## config.mk

```make
export PLATFORM = sky130hd
export DESIGN_NAME = wdog_rstsrc_mgr
export DESIGN_NICKNAME = d
export VERILOG_FILES = /design/src/rtl/wrm_pkg.sv /design/src/rtl/wrm_pin_qualifier.sv /design/src/rtl/wrm_wdog_counter.sv /design/src/rtl/wrm_sleep_seq.sv /design/src/rtl/wdog_rstsrc_mgr.sv
export SDC_FILE = /design/constraint.sdc
export NUM_CORES = 1
export LEC_CHECK = 0
export BUFFER_PORTS_ARGS = -buffer_cell sky130_fd_sc_hd__buf_2
export CAP_MARGIN = 10
export CORE_ASPECT_RATIO = 0.8
export CORE_MARGIN = 8
export CORE_UTILIZATION = 45
export DETAILED_ROUTE_END_ITERATION = 8
export GPL_ROUTABILITY_DRIVEN = 0
export GPL_TIMING_DRIVEN = 0
export PLACE_DENSITY = 0.66
export SLEW_MARGIN = 20
export SYNTH_ARGS = -nofsm -noshare
export SYNTH_HDL_FRONTEND = slang
export SYNTH_SLANG_ARGS = --single-unit
```

## constraint.sdc

```tcl
create_clock -name clk -period 2.3 [get_ports clk]
set_input_delay 0.23 -clock clk [delete_from_list [all_inputs] [get_ports clk]]
set_output_delay 0.23 -clock clk [all_outputs]
set_load 0.03 [all_outputs]
```

## src/rtl/wrm_pkg.sv

```systemverilog
package wrm_pkg;
  localparam int unsigned REG_AW = 5;
  localparam int unsigned REG_DW = 8;

  localparam logic [REG_AW-1:0] ADR_WDOG_KICK = 5'h0E;
  localparam logic [REG_AW-1:0] ADR_FLAGS     = 5'h0F;
  localparam logic [REG_AW-1:0] ADR_UNLOCK_A  = 5'h1E;
  localparam logic [REG_AW-1:0] ADR_UNLOCK_B  = 5'h1F;

  localparam logic [REG_DW-1:0] KEY_KICK     = 8'h55;
  localparam logic [REG_DW-1:0] KEY_UNLOCK_A = 8'h55;
  localparam logic [REG_DW-1:0] KEY_UNLOCK_B = 8'hAA;

  localparam int unsigned BIT_POWER = 1;
  localparam int unsigned BIT_WAKE  = 0;

  typedef enum logic [1:0] {
    SQ_IDLE   = 2'd0,
    SQ_ARMED  = 2'd1,
    SQ_ASLEEP = 2'd2
  } sleep_seq_t;
endpackage

```

## src/rtl/wrm_pin_qualifier.sv

```systemverilog
module wrm_pin_qualifier #(
  parameter int unsigned MIN_LOW = 10
) (
  input  logic clk,
  input  logic rst,
  input  logic pin_n,
  output logic hit_o
);
  localparam int unsigned CW = $clog2(MIN_LOW + 1);
  localparam logic [CW-1:0] SAT = CW'(MIN_LOW);

  logic [CW-1:0] low_run;

  always_ff @(posedge clk) begin
    if (rst) begin
      low_run <= '0;
      hit_o   <= 1'b0;
    end else if (pin_n) begin
      low_run <= '0;
      hit_o   <= 1'b0;
    end else begin
      if (low_run != SAT) low_run <= low_run + 1'b1;
      hit_o <= (int'(low_run) >= int'(MIN_LOW) - 1);
    end
  end
endmodule

```

## src/rtl/wrm_wdog_counter.sv

```systemverilog
module wrm_wdog_counter #(
  parameter int unsigned LIMIT = 900000
) (
  input  logic clk,
  input  logic rst,
  input  logic hold,
  input  logic kick,
  output logic trip_o
);
  localparam int unsigned CW = (LIMIT > 2) ? $clog2(LIMIT) : 1;
  localparam logic [CW-1:0] LAST = CW'(LIMIT - 1);

  logic [CW-1:0] ticks;

  always_ff @(posedge clk) begin
    if (rst) begin
      ticks  <= '0;
      trip_o <= 1'b0;
    end else begin
      trip_o <= 1'b0;
      if (hold || kick) begin
        ticks <= '0;
      end else if (ticks == LAST) begin
        ticks  <= '0;
        trip_o <= 1'b1;
      end else begin
        ticks <= ticks + 1'b1;
      end
    end
  end
endmodule

```

## src/rtl/wrm_sleep_seq.sv

```systemverilog
module wrm_sleep_seq
  import wrm_pkg::*;
(
  input  logic              clk,
  input  logic              rst,
  input  logic              clr,
  input  logic              wr_en,
  input  logic [REG_AW-1:0] addr,
  input  logic [REG_DW-1:0] wdata,
  output logic              asleep_o
);
  sleep_seq_t state;

  always_ff @(posedge clk) begin
    if (rst || clr) begin
      state    <= SQ_IDLE;
      asleep_o <= 1'b0;
    end else begin
      unique case (state)
        SQ_IDLE: begin
          if (wr_en && addr == ADR_UNLOCK_A && wdata == KEY_UNLOCK_A)
            state <= SQ_ARMED;
        end
        SQ_ARMED: begin
          if (wr_en && addr == ADR_UNLOCK_B) begin
            if (wdata == KEY_UNLOCK_B) begin
              state    <= SQ_ASLEEP;
              asleep_o <= 1'b1;
            end else begin
              state <= SQ_IDLE;
            end
          end else if (wr_en && addr == ADR_UNLOCK_A && wdata != KEY_UNLOCK_A) begin
            state <= SQ_IDLE;
          end
        end
        SQ_ASLEEP: state <= SQ_ASLEEP;
        default:   state <= SQ_IDLE;
      endcase
    end
  end
endmodule

```

## src/rtl/wdog_rstsrc_mgr.sv

```systemverilog
module wdog_rstsrc_mgr
  import wrm_pkg::*;
#(
  parameter int unsigned WDOG_LIMIT  = 900000,
  parameter int unsigned EXT_MIN_LOW = 10,
  parameter int unsigned RST_HOLD    = 4
) (
  input  logic              clk,
  input  logic              por_i,
  input  logic              ext_rst_n_i,
  input  logic              resume_i,
  input  logic              bus_we_i,
  input  logic [REG_AW-1:0] bus_addr_i,
  input  logic [REG_DW-1:0] bus_wdata_i,
  output logic [REG_DW-1:0] bus_rdata_o,
  output logic              chip_rst_o,
  output logic              susp_req_o
);
  localparam int unsigned HCW = $clog2(RST_HOLD + 1);
  localparam logic [HCW-1:0] HOLD_LOAD = HCW'(RST_HOLD);

  logic           ext_hit;
  logic           wd_ovf;
  logic           cold;
  logic           wake;
  logic           warm;
  logic           wr_ok;
  logic           kick;
  logic           flag_power;
  logic           flag_wake;
  logic [HCW-1:0] hold_left;

  assign cold  = por_i | ext_hit;
  assign wake  = resume_i & susp_req_o;
  assign warm  = wd_ovf | wake;
  assign wr_ok = bus_we_i & ~chip_rst_o;
  assign kick  = wr_ok && bus_addr_i == ADR_WDOG_KICK && bus_wdata_i == KEY_KICK;

  wrm_pin_qualifier #(.MIN_LOW(EXT_MIN_LOW)) u_pin (
    .clk   (clk),
    .rst   (por_i),
    .pin_n (ext_rst_n_i),
    .hit_o (ext_hit)
  );

  wrm_wdog_counter #(.LIMIT(WDOG_LIMIT)) u_wdog (
    .clk    (clk),
    .rst    (cold),
    .hold   (chip_rst_o | susp_req_o),
    .kick   (kick),
    .trip_o (wd_ovf)
  );

  wrm_sleep_seq u_seq (
    .clk      (clk),
    .rst      (cold),
    .clr      (warm),
    .wr_en    (wr_ok),
    .addr     (bus_addr_i),
    .wdata    (bus_wdata_i),
    .asleep_o (susp_req_o)
  );

  always_ff @(posedge clk) begin
    if (cold) begin
      flag_power <= 1'b1;
      flag_wake  <= 1'b0;
    end else if (wake) begin
      flag_wake <= 1'b1;
    end else if (wd_ovf) begin
      flag_wake <= 1'b0;
    end else if (wr_ok && bus_addr_i == ADR_FLAGS) begin
      flag_power <= flag_power & bus_wdata_i[BIT_POWER];
      flag_wake  <= flag_wake  & bus_wdata_i[BIT_WAKE];
    end
  end

  always_ff @(posedge clk) begin
    if (cold || warm) begin
      hold_left  <= HOLD_LOAD;
      chip_rst_o <= 1'b1;
    end else begin
      hold_left  <= (hold_left != '0) ? hold_left - 1'b1 : '0;
      chip_rst_o <= (hold_left > HCW'(1));
    end
  end

  always_ff @(posedge clk) begin
    if (por_i) begin
      bus_rdata_o <= '0;
    end else if (bus_addr_i == ADR_FLAGS) begin
      bus_rdata_o <= '0;
      bus_rdata_o[BIT_POWER] <= flag_power;
      bus_rdata_o[BIT_WAKE]  <= flag_wake;
    end else begin
      bus_rdata_o <= '0;
    end
  end
endmodule

```

**Yosys cells after proc, flatten, opt, wreduce, memory -nomap -nowiden**

Cells that the tools add are included.

- Word-level logic and storage cells: 73
- Bits in registers: 43
- Bits of input ports: 18

- Equal/unequal tests: 13
- Bitwise logic cells: 12
- Muxes and demuxes: 10
- Reductions and logical operators: 20
- Add/sub/neg operators: 3
- Order comparisons: 2

Operators with widths:

| cell | number |
|---|---|
| 20-bit by 1-bit adder with 20-bit output, second input constant | 1 |
| 20-bit == test, second input constant | 1 |
| 5-bit by 4-bit == test with 1-bit output, second input constant | 2 |
| 5-bit == test, second input constant | 2 |
| 8-bit by 7-bit == test with 1-bit output, second input constant | 1 |
| 8-bit == test, second input constant | 1 |
| 2-bit two-way mux | 4 |
| 8-bit by 7-bit inequality test with 1-bit output, second input constant | 1 |
| 2-bit OR reduction | 4 |
| 1-bit logical AND | 7 |
| 2-bit case mux with 3 select lines | 1 |
| 3-bit AND reduction | 2 |
| 3-bit nonzero test | 2 |
| 1-bit inverter | 5 |
| 4-bit by 1-bit adder with 4-bit output, second input constant | 1 |
| 1-bit AND | 4 |
| 4-bit >= comparator, second input constant | 1 |
| 1-bit two-way mux | 4 |
| 4-bit inequality test, second input constant | 1 |
| 3-bit by 1-bit > comparator with 1-bit output, second input constant | 1 |
| 3-bit two-way mux | 1 |
| 3-bit by 1-bit inequality test with 1-bit output, second input constant | 1 |
| 1-bit bitwise OR | 3 |
| 3-bit OR reduction | 1 |
| 7 further kinds | 8 |

**Longest topological paths before layout**

Gate-level depths: netlist of run 1.

- Word-level depth: 7
- Depth in mapped cells: 6
- Gate-level depth less buffers: 6

**Modules after synthesis**

A second synthesis of run 1 with hierarchy kept.

- Cell total of the unflattened synthesis: 211
- Area total of the unflattened synthesis: 1890.6 µm²

By module, submodules not included:

| module | cells each | area each (µm²) | instances | seq. area each (µm²) |
|---|---|---|---|---|
| wrm_wdog_counter | 111 | 975.9 | 1 | 420.4 |
| wdog_rstsrc_mgr | 50 | 454.2 | 1 | 160.2 |
| wrm_pin_qualifier | 28 | 270.3 | 1 | 100.1 |
| wrm_sleep_seq | 22 | 190.2 | 1 | 60.1 |

**Worst setup path before layout of run 1**

Ideal clock, no wire load.

- Kind: reg2reg
- Start point: reg u_wdog.ticks[0]
- End point: reg u_wdog.ticks[16]
- Buffers on the path: 0
- Stages on the path, launching flop included: 6
- Setup time: 0.086 ns
- Setup slack: 0.439 ns
- Period minus slack after synthesis: 1.861 ns
- Arrival: 1.775 ns
- Cells stage by stage: dfxtp_1 ha_1 nand3_1 or4_1 or3_1 a211oi_1

- Word-level cells in the longest chain between the ends: 2
- Elaborated cells between the ends (all ways): 3

RTL lines:

| what | RTL line | RTL |
|---|---|---|
| from (decl) | wrm_wdog_counter.sv:13 | `logic [CW-1:0] ticks;` |
| from (signal assigned) | wrm_wdog_counter.sv:27 | `ticks <= ticks + 1'b1;` |
| branches (longest 2 deep; another with 20-bit by 1-bit adder with 20-bit output) | - |  |

Parallel ways; which one is timed is not known.
A chain may end at the register's enable or synchronous reset.

**Worst setup path after layout of run 1**

Same ends and word-level chain as after synthesis.

==> impl_metrics.csv, run 1 <==
group,metric,value,unit
sta,number_of_max_slew_violations_in_the_final_report,0,
synthesis,synthCells,199,
routing,finalWirelength,3.41,mm
power_and_ir_drop,max-vdd-ir-drop,0.000501,V
die,placeableCoreArea,3800,sq um
grt,grt_start_max_net_pins,12,
status,run_status,"completed",
clock_tree,clock_tree.htree_level_count,2,
grt,via_count_of_the_first_global_routing_pass,1273,
sta,hold_violations,0,
critical_path,crit_path_top_delay_cell,"or4_1",
placed_design,hpwl,2.58,mm
critical_path,crit_path_end_kind,"register",
sta,unrepaired_setup_endpoints_after_global_routing,"false",
sta,slew-limit-headroom,64.0,%
layout,final_layout_size_suffix_gt1_share,17.2,%
die,die-width,86.4,um
layout,antenna-diode-count,0,
power_and_ir_drop,p_per_area,670,nW/um^2
clock_tree,clk_path_buf_depth,2,
sta,setup-violations-final,0,
clock_tree,cell_chosen_for_the_clock_root,"clkbuf_8",
sta,hold_ws,158,ps
sta,clock-skew-final,8.64,ps
sta,setup_total_negative_slack,0,ps
layout,fill_cells,383,
die,dieArea,6240,sq um
critical_path,timing.critical_path.arrival,2300,ps
synthesis,syn-mean-instance-area,8.95,sq um
routing,post_drt_via_cell_ratio,4.96,
placed_design,detailedPlace.worstSlack,202,ps
clock_tree,clock_latency,300,ps
routing,drtAntennaViolNets,0,
sta,fin_crit_sh,91.1,%
synthesis,yosys_register_bits,37,
clock_tree,ctsResizeCount,0,
grt,grtUsageTotal,11.7,%
routing,violation_count_after_the_first_detailed_routing_iteration,92,
die,num_rows,20,
synthesis,yosysWarnings,0,
critical_path,path_buf_inv,0,
critical_path,setup.worst_path.start_class,"register",
layout,final_nets,258,
clock_tree,tritoncts,"done",
critical_path,critical_path_class,"register to register",
power_and_ir_drop,post-layout-total-power,1.40,mW
critical_path,crit_chain,"ha_1, nand3_1, or4_1, or3_1, a211oi_1",
worst_hold_path,holdCritPathClass,"input pin to register",
critical_path,critical_path_peak_fanout,6,
critical_path,stage_delay_of_the_slowest_cell_on_the_critical_path,630,ps
die,floorplan.initialDensity,46.8,%
synthesis,netlist-cell-type-count,37,
placed_design,placement.io_buffers,21,
clock_tree,cts_num_sinks,37,
sta,worst_slack,204,ps
sta,max_clock_freq,477,MHz
sta,worst_slew_pin_slew,540,ps
clock_tree,cts_hold_repair.buffers,0,
power_and_ir_drop,leakage_power,0.731,nW
clock_tree,cts.reportedPaths.clkPinSlew,70,ps
grt,globalRouteOverflowTotal,0,
critical_path,worst-endpoint-required,2500,ps
routing,routed_wire_per_std_cell,11.8,um
grt,grt_antenna_before_repair,0,
grt,grt_first_pass_wirelength,5.79,mm
clock_tree,post-cts-setup-buffers,0,
routing,route.detailed.drc,0,
clock_tree,cts_made_buffers,5,
synthesis,ys_seq_area_share,41.6,%
die,top_level_ports,28,
layout,area_delta_synth_final,17.3,%
flow_run,number_of_max_cap_violations,0,
sta,timing.final.crit_period,2100,ps
die,die_height,72.3,um
synthesis,synthesis.area,1780,sq um
critical_path,crit_family,"simple AND/OR/NAND/NOR gates",
routing,drt_first_pass_iters,4,
routing,dr_total_vias,1428,
sequential cells by signal, indices dropped and copies added (netlist names):
signal,cells
flag_wake,1
u_seq.asleep_o,1
chip_rst_o,1
u_wdog.trip_o,1
u_pin.hit_o,1
u_pin.low_run,4
bus_rdata_o,2
u_wdog.ticks,20
flag_power,1
u_seq.state,2
hold_left,3
per-stage QoR:
| step | instances | utilization, % | cell area [sq um] |
|---|---|---|---|
| 2_1_floorplan | 204 | - | 1800 |
| 6_report | 288 | 55.0 | 2090 |
| 4_1_cts | 288 | 55.0 | 2090 |
| 3_3_place_gp | 280 | 51.9 | 1970 |
| 5_1_grt | 288 | 55.0 | 2090 |
| 3_5_place_dp | 280 | 51.9 | 1970 |
worst paths after layout:
path / startpoint / end / slack (ps) / depth (start not counted)
min: ext_rst_n_i / u_pin.low_run[3] / 160 / 2
min reg2reg: hold_left[0] / hold_left[0] / 450 / 1
max reg2reg: u_wdog.ticks[0] / u_wdog.ticks[16] / 200 / 5
max: u_wdog.ticks[0] / u_wdog.ticks[16] / 200 / 5
cell type report:
type	count	area, sq um	area share [%]
multi-input combinational	144	950	45.4
sequential	37	741	35.4
timing repair buffer	21	105	5.03
clock buffer	7	86.3	4.13
tap	55	68.8	3.29
buffer	11	65.1	3.11
inverter	12	45.0	2.15
clock inverter	1	30.0	1.44
per-layer routing:
layer	routed length, um	track usage (%)	vias to the layer above
li1	-	-	760
met1	1780	15.1	648
met2	1430	16.8	13
met3	129	4.06	7
met4	72	6.29	0
met5	0	0	-
kinds of logic (layout without fill, tap and decap cells):
kind of cell	Yosys count	count (layout)	synth area share, %
fa+ha+maj	8	8	5.62
flops	37	37	41.6
compound gates	17	17	6.53
buf+inv	23	52	6.18
simple gates	93	93	29.7
xor+xnor	16	16	7.87
mux	4	4	2.32
other cells	1	6	0.210
power breakdown:
part	internal (mW)	total, mW	switching [mW]
clock	0.353	0.581	0.228
sequential	0.663	0.678	0.0155
combinational	0.0576	0.141	0.0835
total	1.07	1.40	0.327
Yosys cell counts:
cell type	n	area share, %
buf_4	6	2.5
nor3_1	22	6.2
nand2_1	13	2.7
or4_1	3	1.3
nor2b_1	3	1.1
and3_1	3	1.1
ha_1	8	5.6
or4_4	1	0.63
nor4_1	7	2.5
a21o_1	1	0.42
clkbuf_1	4	0.84
nand4b_1	1	0.49
nor4bb_1	1	0.56
nand4_1	5	1.8
xnor2_1	13	6.4
a21oi_1	4	1.1
o311a_1	1	0.56
buf_2	1	0.28
o21ai_0	6	1.7
inv_1	12	2.5
or3_1	5	1.8
nor3b_1	5	2.1
xor2_1	3	1.5
nor4b_1	1	0.49
a211oi_1	2	0.84
o41ai_1	1	0.49
mux2_2	1	0.63
dfxtp_1	37	42
nand3_4	1	0.98
nand4bb_1	1	0.63
nand3_1	9	2.5
conb_1	1	0.21
nor2_1	10	2.1
a211oi_2	2	1.4
and2_1	1	0.35
mux2i_1	3	1.7
and4b_1	1	0.56
cell usage in the layout, fill, tap and decap left out, types with 2 or more instances in the layout:
cell type	synthesis	routed
mux2i_1	3	3
or4_1	3	3
xor2_1	3	3
nor3b_1	5	5
nor4_1	7	7
clkbuf_1	4	5
a211oi_2	2	2
o21ai_0	6	6
nor3_1	22	22
nand3_1	9	9
clkbuf_8	0	6
a211oi_1	2	2
xnor2_1	13	13
buf_4	6	6
conb_1	1	6
nor2b_1	3	3
ha_1	8	8
nor2_1	10	10
buf_2	1	22
nand2_1	13	13
or3_1	5	5
inv_1	12	12
and3_1	3	3
nand4_1	5	5
dfxtp_1	37	37
a21oi_1	4	4
Power figures use the tool's default switching activity.
==> run 2: changes to the inputs <==
PLACE_DENSITY = default   (was 0.66)
PLACE_DENSITY_LB_ADDON = 0.2   (was default)
clock period = 1.9 ns   (was 2.3 ns; I/O delays follow)
==> impl_metrics.csv, run 2 (same netlist as run 1, synthesis figures left out) <==
group,metric,value,unit
die,die-width,86.4,um
sta,setup-violations-final,0,
layout,antenna-diode-count,0,
grt,grt_start_max_net_pins,12,
routing,route.detailed.drc,0,
clock_tree,clock_tree.htree_level_count,2,
die,floorplan.initialDensity,46.8,%
flow_run,number_of_max_cap_violations,0,
die,dieArea,6240,sq um
clock_tree,clk_path_buf_depth,2,
clock_tree,clock_latency,280,ps
layout,area_delta_synth_final,20.4,%
routing,violation_count_after_the_first_detailed_routing_iteration,67,
layout,mostFrequentLayoutCells,"dfxtp_1, nor3_1, buf_2, nand2_1, xnor2_1",
routing,finalWirelength,3.66,mm
clock_tree,cell_chosen_for_the_clock_root,"clkbuf_8",
layout,top_register,"u_wdog.ticks",
sta,number_of_max_slew_violations_in_the_final_report,0,
sta,slew-limit-headroom,62.5,%
critical_path,critical_path_peak_fanout,6,
power_and_ir_drop,leakage_power,0.744,nW
critical_path,setup.worst_path.start_class,"register",
grt,globalRouteOverflowTotal,0,
die,placeableCoreArea,3800,sq um
routing,drtAntennaViolNets,0,
critical_path,critical_path_class,"register to register",
placed_design,hpwl,2.62,mm
grt,via_count_of_the_first_global_routing_pass,1365,
placed_design,placement.io_buffers,21,
worst_hold_path,min_delay_path_depth,2,
sta,hold_ws,142,ps
critical_path,timing.critical_path.arrival,2020,ps
layout,largest_reg_flops,20,
power_and_ir_drop,post-layout-total-power,1.51,mW
critical_path,reg2reg_depth,5,
sta,worst_slew_pin_slew,563,ps
grt,grtUsageTotal,12.3,%
placed_design,placed_cells_incl_taps,280,
clock_tree,cts.reportedPaths.clkPinSlew,70,ps
layout,layoutNonFillerInstCount,292,
layout,final_nets,262,
routing,post_drt_via_cell_ratio,4.98,
layout,finish.instance_area,2150,sq um
die,top_level_ports,28,
routing,routed_wire_per_std_cell,12.5,um
critical_path,r2r_slack,80,ps
sta,timing.final.crit_period,1820,ps
layout,largest_registers,"u_wdog.ticks (20), u_pin.low_run (4), hold_left (3)",
routing,dr_total_vias,1455,
status,run_status,"completed",
sta,worst_slack,79.8,ps
clock_tree,cts_made_buffers,5,
worst_hold_path,holdCritPathClass,"input pin to register",
placed_design,detailedPlace.worstSlack,-181,ps
placed_design,placement.cell_area,1970,sq um
die,die_height,72.3,um
critical_path,worst-endpoint-required,2100,ps
sta,fin_crit_sh,95.8,%
layout,layout_commonest_cell,"dfxtp_1",
routing,drt_first_pass_iters,4,
power_and_ir_drop,p_per_area,702,nW/um^2
grt,grt_first_pass_wirelength,6.21,mm
sta,setup_total_negative_slack,0,ps
clock_tree,cts_num_sinks,37,
die,num_rows,20,
layout,final_core_utilization,56.4,%
clock_tree,tritoncts,"done",
grt,grt_antenna_before_repair,0,
sta,hold_violations,0,
sta,clock-skew-final,5.81,ps
layout,final_layout_size_suffix_gt1_share,24.9,%
sta,max_clock_freq,549,MHz
critical_path,crit_path_end_kind,"register",
power_and_ir_drop,max-vdd-ir-drop,0.000424,V
## run 2: where the power goes
part / switching [mW] / internal, mW
clock network: 0.256 / 0.254
registers: 0.0192 / 0.801
logic: 0.105 / 0.0710
## run 2: final cells by class
type,count,area [sq um]
clock inverters,2,10.0
repair buffers,25,135
flip-flops and latches,37,757
plain buffers,11,68.8
well taps,55,68.8
multi-input cells,144,988
clock buffers,6,72.6
fillers,364,1660
inverters,12,45.0
## run 2: path summary, 6_finish.rpt
check	from	end
worst min register to register	hold_left[0]	hold_left[0]
worst min-delay path	ext_rst_n_i	u_pin.low_run[2]
worst max register to register	u_wdog.ticks[0]	u_wdog.ticks[18]
worst max-delay path	u_wdog.ticks[0]	u_wdog.ticks[18]
## run 2: what timing repair did
item / 4_1_cts / 5_1_grt
cloned: 0 / 0
resized for setup: 7 / 15
pin swaps: 1 / 3
endpoints found under the setup margin: 2 / 20
hold buffers: 0 / 0
buffers inserted: 1 / 3
hold endpoints to repair: 0 / 0
## run 2: critical path, cell delays in order (launching register included)
cell	delay [ps]
dfxtp_4	370
ha_4	160
nand3_4	110
or4_4	520
or3_1	350
a211oi_2	230
## run 2: routing by layer
metal / vias to the layer above / wire, um / GRT usage, %
met5: - / 0 / 0
met4: 0 / 27 / 3.43
met3: 5 / 162 / 3.95
met2: 22 / 1600 / 18.5
met1: 660 / 1880 / 16.2
li1: 768 / - / -
